--- src/rtl/dtmr_pkg.sv ---
package dtmr_pkg;
  localparam int ADDR_W = 2;

  localparam logic [ADDR_W-1:0] A_CTRL  = 2'd0;
  localparam logic [ADDR_W-1:0] A_LOAD  = 2'd1;
  localparam logic [ADDR_W-1:0] A_COUNT = 2'd2;
  localparam logic [ADDR_W-1:0] A_STAT  = 2'd3;

  localparam int CTRL_EN_BIT   = 0;
  localparam int CTRL_MODE_BIT = 1;
  localparam int STAT_IRQ_BIT  = 0;
  localparam int STAT_ERR_BIT  = 1;

  typedef enum logic {
    MODE_CMP = 1'b0,
    MODE_CAP = 1'b1
  } mode_e;
endpackage

--- src/rtl/dtmr_edge.sv ---
module dtmr_edge (
  input  logic clk,
  input  logic rst_n,
  input  logic d,
  output logic rise
);
  logic d_q;

  always_ff @(posedge clk or negedge rst_n) begin
    if (!rst_n) d_q <= 1'b0;
    else        d_q <= d;
  end

  assign rise = d & ~d_q;
endmodule

--- src/rtl/dtmr_regs.sv ---
module dtmr_regs
  import dtmr_pkg::*;
#(
  parameter int W = 32
) (
  input  logic              clk,
  input  logic              rst_n,
  input  logic              wr_en,
  input  logic [ADDR_W-1:0] wr_addr,
  input  logic [W-1:0]      wr_data,
  input  logic              expire,
  input  logic              cap_fire,
  input  logic [W-1:0]      cnt,
  output logic              en,
  output mode_e             mode,
  output logic [W-1:0]      value,
  output logic              irq,
  output logic              err,
  output logic              start,
  output mode_e             start_mode
);
  localparam logic [W-1:0] ONE = W'(1);

  logic   en_q, en_d, irq_q, irq_d, err_q, err_d;
  mode_e  mode_q, mode_d;
  logic [W-1:0] value_q, value_d;

  logic   ctrl_wr, load_wr, stat_wr;
  logic   req_en, value_ok, bad_start, bad_reload;
  mode_e  req_mode;

  always_comb begin
    ctrl_wr    = wr_en && (wr_addr == A_CTRL);
    load_wr    = wr_en && (wr_addr == A_LOAD);
    stat_wr    = wr_en && (wr_addr == A_STAT);
    req_en     = wr_data[CTRL_EN_BIT];
    req_mode   = mode_e'(wr_data[CTRL_MODE_BIT]);
    value_ok   = value_q > ONE;
    start      = ctrl_wr && req_en && !en_q &&
                 ((req_mode == MODE_CAP) || value_ok);
    bad_start  = ctrl_wr && req_en && !en_q &&
                 (req_mode == MODE_CMP) && !value_ok;
    bad_reload = expire && !value_ok;
    start_mode = req_mode;

    en_d = en_q;
    if (ctrl_wr)    en_d = req_en && (en_q || start);
    if (bad_reload) en_d = 1'b0;

    mode_d = (ctrl_wr && !en_q) ? req_mode : mode_q;

    if (cap_fire)     value_d = ~cnt;
    else if (load_wr) value_d = wr_data;
    else              value_d = value_q;

    irq_d = expire | (irq_q & ~(stat_wr & wr_data[STAT_IRQ_BIT]));
    err_d = bad_start | bad_reload |
            (err_q & ~(stat_wr & wr_data[STAT_ERR_BIT]));
  end

  always_ff @(posedge clk or negedge rst_n) begin
    if (!rst_n) begin
      en_q    <= 1'b0;
      mode_q  <= MODE_CMP;
      value_q <= '0;
      irq_q   <= 1'b0;
      err_q   <= 1'b0;
    end else begin
      en_q    <= en_d;
      mode_q  <= mode_d;
      value_q <= value_d;
      irq_q   <= irq_d;
      err_q   <= err_d;
    end
  end

  assign en    = en_q;
  assign mode  = mode_q;
  assign value = value_q;
  assign irq   = irq_q;
  assign err   = err_q;
endmodule

--- src/rtl/dtmr_counter.sv ---
module dtmr_counter
  import dtmr_pkg::*;
#(
  parameter int W = 32
) (
  input  logic         clk,
  input  logic         rst_n,
  input  logic         en,
  input  mode_e        mode,
  input  logic         start,
  input  mode_e        start_mode,
  input  logic [W-1:0] value,
  input  logic         tick,
  input  logic         trig_rise,
  output logic [W-1:0] cnt,
  output logic         expire,
  output logic         cap_fire
);
  localparam logic [W-1:0] ONE = W'(1);

  logic [W-1:0] cnt_q, cnt_d;
  logic         step;

  always_comb begin
    step     = en && tick;
    expire   = step && (mode == MODE_CMP) && (cnt_q == ONE);
    cap_fire = en && (mode == MODE_CAP) && trig_rise;

    cnt_d = cnt_q;
    if (start)       cnt_d = (start_mode == MODE_CAP) ? '1 : value;
    else if (expire) cnt_d = value;
    else if (step)   cnt_d = cnt_q - ONE;
  end

  always_ff @(posedge clk or negedge rst_n) begin
    if (!rst_n) cnt_q <= '0;
    else        cnt_q <= cnt_d;
  end

  assign cnt = cnt_q;
endmodule

--- src/rtl/dtmr_channel.sv ---
module dtmr_channel
  import dtmr_pkg::*;
#(
  parameter int W = 32
) (
  input  logic              clk,
  input  logic              rst_n,
  input  logic              wr_en,
  input  logic [ADDR_W-1:0] wr_addr,
  input  logic [W-1:0]      wr_data,
  input  logic [ADDR_W-1:0] rd_addr,
  output logic [W-1:0]      rd_data,
  input  logic              tick_en,
  input  logic              trig,
  output logic              irq
);
  logic         ch_en, ch_err, ch_start, ch_expire, ch_cap, trig_rise;
  mode_e        ch_mode, ch_start_mode;
  logic [W-1:0] ch_value, ch_cnt;

  dtmr_edge u_edge (
    .clk  (clk),
    .rst_n(rst_n),
    .d    (trig),
    .rise (trig_rise)
  );

  dtmr_regs #(.W(W)) u_regs (
    .clk       (clk),
    .rst_n     (rst_n),
    .wr_en     (wr_en),
    .wr_addr   (wr_addr),
    .wr_data   (wr_data),
    .expire    (ch_expire),
    .cap_fire  (ch_cap),
    .cnt       (ch_cnt),
    .en        (ch_en),
    .mode      (ch_mode),
    .value     (ch_value),
    .irq       (irq),
    .err       (ch_err),
    .start     (ch_start),
    .start_mode(ch_start_mode)
  );

  dtmr_counter #(.W(W)) u_cnt (
    .clk       (clk),
    .rst_n     (rst_n),
    .en        (ch_en),
    .mode      (ch_mode),
    .start     (ch_start),
    .start_mode(ch_start_mode),
    .value     (ch_value),
    .tick      (tick_en),
    .trig_rise (trig_rise),
    .cnt       (ch_cnt),
    .expire    (ch_expire),
    .cap_fire  (ch_cap)
  );

  always_comb begin
    rd_data = '0;
    unique case (rd_addr)
      A_CTRL: begin
        rd_data[CTRL_EN_BIT]   = ch_en;
        rd_data[CTRL_MODE_BIT] = ch_mode;
      end
      A_LOAD:  rd_data = ch_value;
      A_COUNT: rd_data = ch_cnt;
      A_STAT: begin
        rd_data[STAT_IRQ_BIT] = irq;
        rd_data[STAT_ERR_BIT] = ch_err;
      end
      default: rd_data = '0;
    endcase
  end
endmodule

--- config.mk ---
export PLATFORM = sky130hd
export DESIGN_NAME = dtmr_channel
export DESIGN_NICKNAME = d
export VERILOG_FILES = /design/src/rtl/dtmr_pkg.sv /design/src/rtl/dtmr_edge.sv /design/src/rtl/dtmr_regs.sv /design/src/rtl/dtmr_counter.sv /design/src/rtl/dtmr_channel.sv
export SDC_FILE = /design/constraint.sdc
export NUM_CORES = 1
export LEC_CHECK = 0
export CORE_MARGIN = 4
export CORE_UTILIZATION = 65
export DETAILED_ROUTE_END_ITERATION = 16
export DONT_BUFFER_PORTS = 1
export GPL_TIMING_DRIVEN = 0
export HOLD_SLACK_MARGIN = 0.05
export PLACE_DENSITY = 0.82
export SLEW_MARGIN = 40
export SYNTH_ARGS = -nofsm -noshare
export SYNTH_HDL_FRONTEND = slang
export SYNTH_SLANG_ARGS = --single-unit
export TNS_END_PERCENT = 20
--- constraint.sdc ---
create_clock -name clk -period 2.7 [get_ports clk]
set_input_delay 0.54 -clock clk [delete_from_list [all_inputs] [get_ports clk]]
set_output_delay 0.54 -clock clk [all_outputs]
set_load 0.05 [all_outputs]
== After elaboration in Yosys (flattened, before gate mapping) ==
Cells that the tools add are included.

* Register bits after elaboration: 69
* Latch bits: 0
* Memory bits (writable): 0
* Memory bits (read-only): 0
* Input port bits: 41
* Logic and storage cells: 64
* Memories: 0

* Add/sub/neg operators: 1
* Multipliers: 0
* Div/mod/pow operators: 0
* Order comparisons: 1
* Eq/ne operators: 6
* Shift-type cells: 0
* Mux-type cells: 10
* Bitwise logic cells: 14
* Reductions and logical operators: 25

{| class="wikitable"
|+ Operator list
! kind !! count
|-
| 32-bit two-way mux || 6
|-
| 30-bit case mux with 2 select lines || 1
|-
| 32-bit by 1-bit equality test with 1-bit output (second input constant) || 1
|-
| 32-bit by 1-bit greater-than comparator with 1-bit output (second input constant) || 1
|-
| 32-bit NOT || 1
|-
| 32-bit by 1-bit subtractor with 32-bit output (second input constant) || 1
|-
| 1-bit logical AND || 16
|-
| 2-bit case mux with 4 select lines || 1
|-
| 2-bit equality test (second input constant) || 3
|-
| 1-bit AND || 5
|-
| 1-bit NOT || 5
|-
| 2-bit by 1-bit equality test with 1-bit output (second input constant) || 2
|-
| 2-bit logical NOT || 2
|-
| 2-bit nonzero test || 2
|-
| 1-bit OR || 3
|-
| 3-bit nonzero test || 1
|-
| 1-bit logical NOT || 2
|-
| 1-bit logical OR || 2
|-
| 1-bit two-way mux || 2
|}

== Depth between registers and ports, before layout ==
* Word-level depth: 9
* Gate-level depth with buffers: 9
* Depth with buffers taken out: 8

== By module ==
A second synthesis with hierarchy kept.

* Cell total of the unflattened synthesis: 519
* Area, all modules: 4888.4 um^2

{| class="wikitable"
|+ Modules (own cells, without submodules)
! module !! instances !! cells each !! area each (um^2) !! seq. area each (um^2)
|-
| dtmr_counter || 1 || 302 || 2461.1 || 800.8
|-
| dtmr_regs || 1 || 134 || 1823.0 || 900.9
|-
| dtmr_channel || 1 || 81 || 565.5 || 0.0
|-
| dtmr_edge || 1 || 2 || 38.8 || 25.0
|}

== Least setup slack after synthesis ==
Ideal clock, no wire load.

* Path kind: input port to output port
* Start point: input port rd_addr[0]
* End point: output port rd_data[0]
* Arrival time: 2036 ps
* Data required time: 2160 ps
* Slack: 124 ps
* Cell stages on the path: 5
* Path buffers: 1
* Cells stage by stage: inv_1 > ha_1 > clkbuf_1 > a222oi_1 > mux2i_1

* Longest elaborated chain between the ends: 2
* Elaborated cells on any way between the ends: 5

{| class="wikitable"
|+ Ends and longest elaborated chain
! what !! RTL line !! source
|-
| start: declaration || dtmr_channel.sv:11 || <nowiki>input logic [ADDR_W-1:0] rd_addr,</nowiki>
|-
| 2-bit equality test, or another cell as far along || dtmr_channel.sv:63 || <nowiki>unique case (rd_addr)</nowiki>
|-
| 2-bit case mux with 4 select lines * || dtmr_channel.sv:63 ||
|-
| end: declaration || dtmr_channel.sv:12 || <nowiki>output logic [W-1:0] rd_data,</nowiki>
|}

Mark *: on every way between the ends. The rest lies on a longest branch, timed or not.

== Worst setup path after layout ==
* Start point: input port rd_addr[1]
* End point: output port rd_data[25]

* Longest elaborated chain between the ends: 2
* Elaborated cells on any way between the ends: 3

{| class="wikitable"
|+ Ends and longest elaborated chain
! what !! RTL line
|-
| 2-bit equality test or 2-bit by 1-bit equality test with 1-bit output (tied branches) || dtmr_channel.sv:63
|-
| 30-bit case mux with 2 select lines * || dtmr_channel.sv:63
|}

Marked as above.

==> impl_metrics.toml <==
[power]
internal_power_uw = 2810
vdd_drop_max_v = 0.000632
p_sw_uw = 2440
power.total_uw = 5260
p_seq_share_pct = 38.8
leakagePower_uw = 0.00227
powerDensity_mw_per_mm2 = 958
pwr-share-comb_pct = 40.4
swShare_pct = 46.5
clkPwrFrac_pct = 20.8

[clock_tree]
h-tree-depth = 3
cts_made_buffers = 9
clock_path_buffers = 2
cts-root-buf = "clkbuf_8"
clock_sinks = 69
clk_pin_slew_ps = 80
cts_tree = "built"
clk_latency_ps = 370
post_cts_buffers = 0

[sta]
setup_viol = 0
worst_pin_slew_ps = 880
fin_crit_sh_pct = 98.4
rsz0062_at_grt = "true"
final_hold_viol_count = 0
finalClockSkew_ps = 13.4
report.final.slew_viol_count = 0
timing.fmax_ghz = 0.377
slew_headroom_pct = 41.0
timing.hold.ws_ps = 39.5
period_minus_slack_ps = 2660

[worst_setup_path]
worstPathCellList = "inv_1, ha_1, clkbuf_1, a22oi_1, nor2b_2"
crit_end = "rd_data[25]"
critPathKind = "in2out"
crit_family = "buffers and inverters"
cp.required_ps = 2160
path_buf_inv = 2
cp_max_fo = 10
reg2reg_to = "u_cnt.cnt[11]"
cp_slowest_cell = "clkbuf_1"
cp-startpoint = "rd_addr[1]"
rr_worst_depth = 8
r2r_slack_ps = 90
critical-path-max-stage-delay_ps = 540
path_depth = 5
cp-end-kind = "primary output"
worstPathArrival_ps = 2120
startpoint_type = "input port"
r2r-start = "u_cnt.cnt[12]"

[layout]
num-nets-final = 655
synthToLayoutAreaGrowth_pct = 10.7
drive_above_1_share_pct = 17.9
fillers = 519
n_antenna_cell = 0

[yosys]
yosys_warnings = 0
syn_avg_cell_area_um2 = 8.31
ys_ff_latch = 69
yosysSeqAreaShare_pct = 34.9
synth_cells = 596
synthArstFlopShare_pct = 100
synth_edf_count = 0
syn-cell-area_mm2 = 0.00495
synth_cell_type_count = 59
syn-num-nets = 643
ys.flop_type = "dfrtp_1"

[detailed_routing]
route.detailed.drc = 0
wl_per_cell_um = 26.7
antenna_left = 0
wl_mm = 19.0
drtPass1Iterations = 8
avgViaCountPerCell = 7.41
num_vias = 5279
drt_iter0_drc = 773

[run_status]
status = "completed"

[grt]
antenna_found_initial = 0
grt_pass1_vias = 5080
grt_pass1_wl_mm = 28.7
grt_usage_pct = 43.3
grt_overflow = 0
grt_max_degree = 70

[die]
die_w_um = 95.3
ios = 74
die_h_um = 95.3
start_util_pct = 67.6
core_mm2 = 0.00733
dieArea_mm2 = 0.00908
rows = 31

[placed_design]
hpwl_mm = 13.0
port-buffer-count = 0
gp_congestion = 0.999

[job]
drv_cap = 0

[hold_path]
hp-class = "in2async"
[synth_stat cells (10+ instances only)]
master / number / area, um^2
xor2_1: 12 / 105
mux2_2: 28 / 315
dfrtp_1: 69 / 1730
nor2b_1: 32 / 200
clkbuf_1: 38 / 143
nand2_1: 73 / 274
a21oi_1: 15 / 75.1
a22oi_1: 32 / 240
o211ai_1: 18 / 135
o21ai_0: 58 / 290
inv_1: 10 / 37.5
nor4_1: 11 / 68.8
nor3_1: 25 / 125
nand3_1: 24 / 120
nor2_1: 39 / 146
[per-layer routing]
metal	part of all wire, %	wire length (um)	track usage (%)	up-vias
met5	0	0	0	-
met4	5.1	978	22.1	0
met1	36	6870	57.2	2456
li1	-	-	-	2191
met3	14	2730	12.5	109
met2	44	8430	64.3	523
[kinds of logic (layout without fill, tap and decap cells)]
family,count (synthesis),count (layout),share of synthesized area (%)
AOI/OAI and AO/OA,165,165,22.0
buffers and inverters,62,79,5.15
adders and majority gates,6,6,1.52
DFF,69,69,34.9
and+or+nand+nor,238,238,25.0
muxes,37,37,8.18
xor gates and xnor gates,19,19,3.36
[how the worst min path moves through the flow]
| stage | startpoint | to | depth (start not counted) |
|---|---|---|---|
| after floorplan | rst_n | u_cnt.cnt[0] | 0 |
| after global placement | rst_n | u_regs.value[23] | 0 |
| after detailed placement | rst_n | u_regs.value[22] | 0 |
| after CTS | rst_n | u_cnt.cnt[26] | 1 |
| after global routing | rst_n | u_regs.value[22] | 1 |
| final | rst_n | u_cnt.cnt[19] | 1 |
[through the flow]
| step | utilization (%) | setup WS, ps | area, um^2 | std cells | TNS, ps |
|---|---|---|---|---|---|
| final | 74.8 | 44.3 | 5490 | 712 | 0 |
| after global routing | 74.8 | -25.8 | 5490 | 712 | -45.0 |
| after CTS | 74.4 | 20.6 | 5450 | 712 | 0 |
| after detailed placement | 70.4 | -88.3 | 5160 | 695 | -163 |
| after global placement | 69.3 | -247 | 5080 | 695 | -4140 |
| after floorplan | - | 124 | 4950 | 596 | 0 |
[state kept, by name, summed over array words and instances, names as in the netlist]
signal,cells
u_edge.d_q,1
u_regs.mode,1
u_regs.value,32
u_regs.err,1
u_regs.en,1
u_regs.irq,1
u_cnt.cnt,32
[timing repair]
action / 4_1_cts / 5_1_grt
hold buffers: 1 / 0
gates cloned: 0 / 0
resized for setup: 2 / 13
setup endpoints to repair: 2 / 36
endpoints found under the hold margin: 69 / 0
[power groups by stage]
stage	Sequential [uW]	Combinational [uW]	Clock [uW]
after floorplan	1750	1600	0
after global placement	1970	1890	0
after detailed placement	1990	2000	0
after CTS	1980	2060	1080
after global routing	2060	2290	1120
final	2040	2120	1090
[cell usage in the layout, fill, tap and decap left out, drive strengths merged, types with 4 or more instances in the layout]
master	netlist	routed
a31oi	5	5
a2bb2oi	6	6
mux2	28	28
clkbuf	42	51
nand3	24	24
xor2	12	12
inv	10	10
nor4	13	13
o21ai	60	60
dfrtp	69	69
nand2	73	73
ha	6	6
buf	10	11
o211ai	19	19
a211o	4	4
a21oi	15	15
nor3	26	26
nand4	6	6
nor2b	32	32
mux2i	9	9
or3	4	4
xnor2	7	7
a22oi	32	32
nor2	40	40
or2	4	4
[final cells by class]
cell class                 instances  area [um^2]  area share (%)
timing repair buffer               1         27.5           0.502
clock buffer                       9          124            2.26
multi-input combinational        465         3100            56.5
sequential                        69         1730            31.5
clock inverter                     7          124            2.26
buffer                            52          223            4.06
tap                               99          124            2.26
inverter                          10         37.5           0.684
[worst register-to-register path: cells and delay by family, from the launching register on]
| family | cells | cell delay, ps |
|---|---|---|
| flops | 1 | 380 |
| simple gates | 4 | 1150 |
| buf+inv | 3 | 700 |
| compound gates | 1 | 250 |
(Power assumes the default switching activity.)
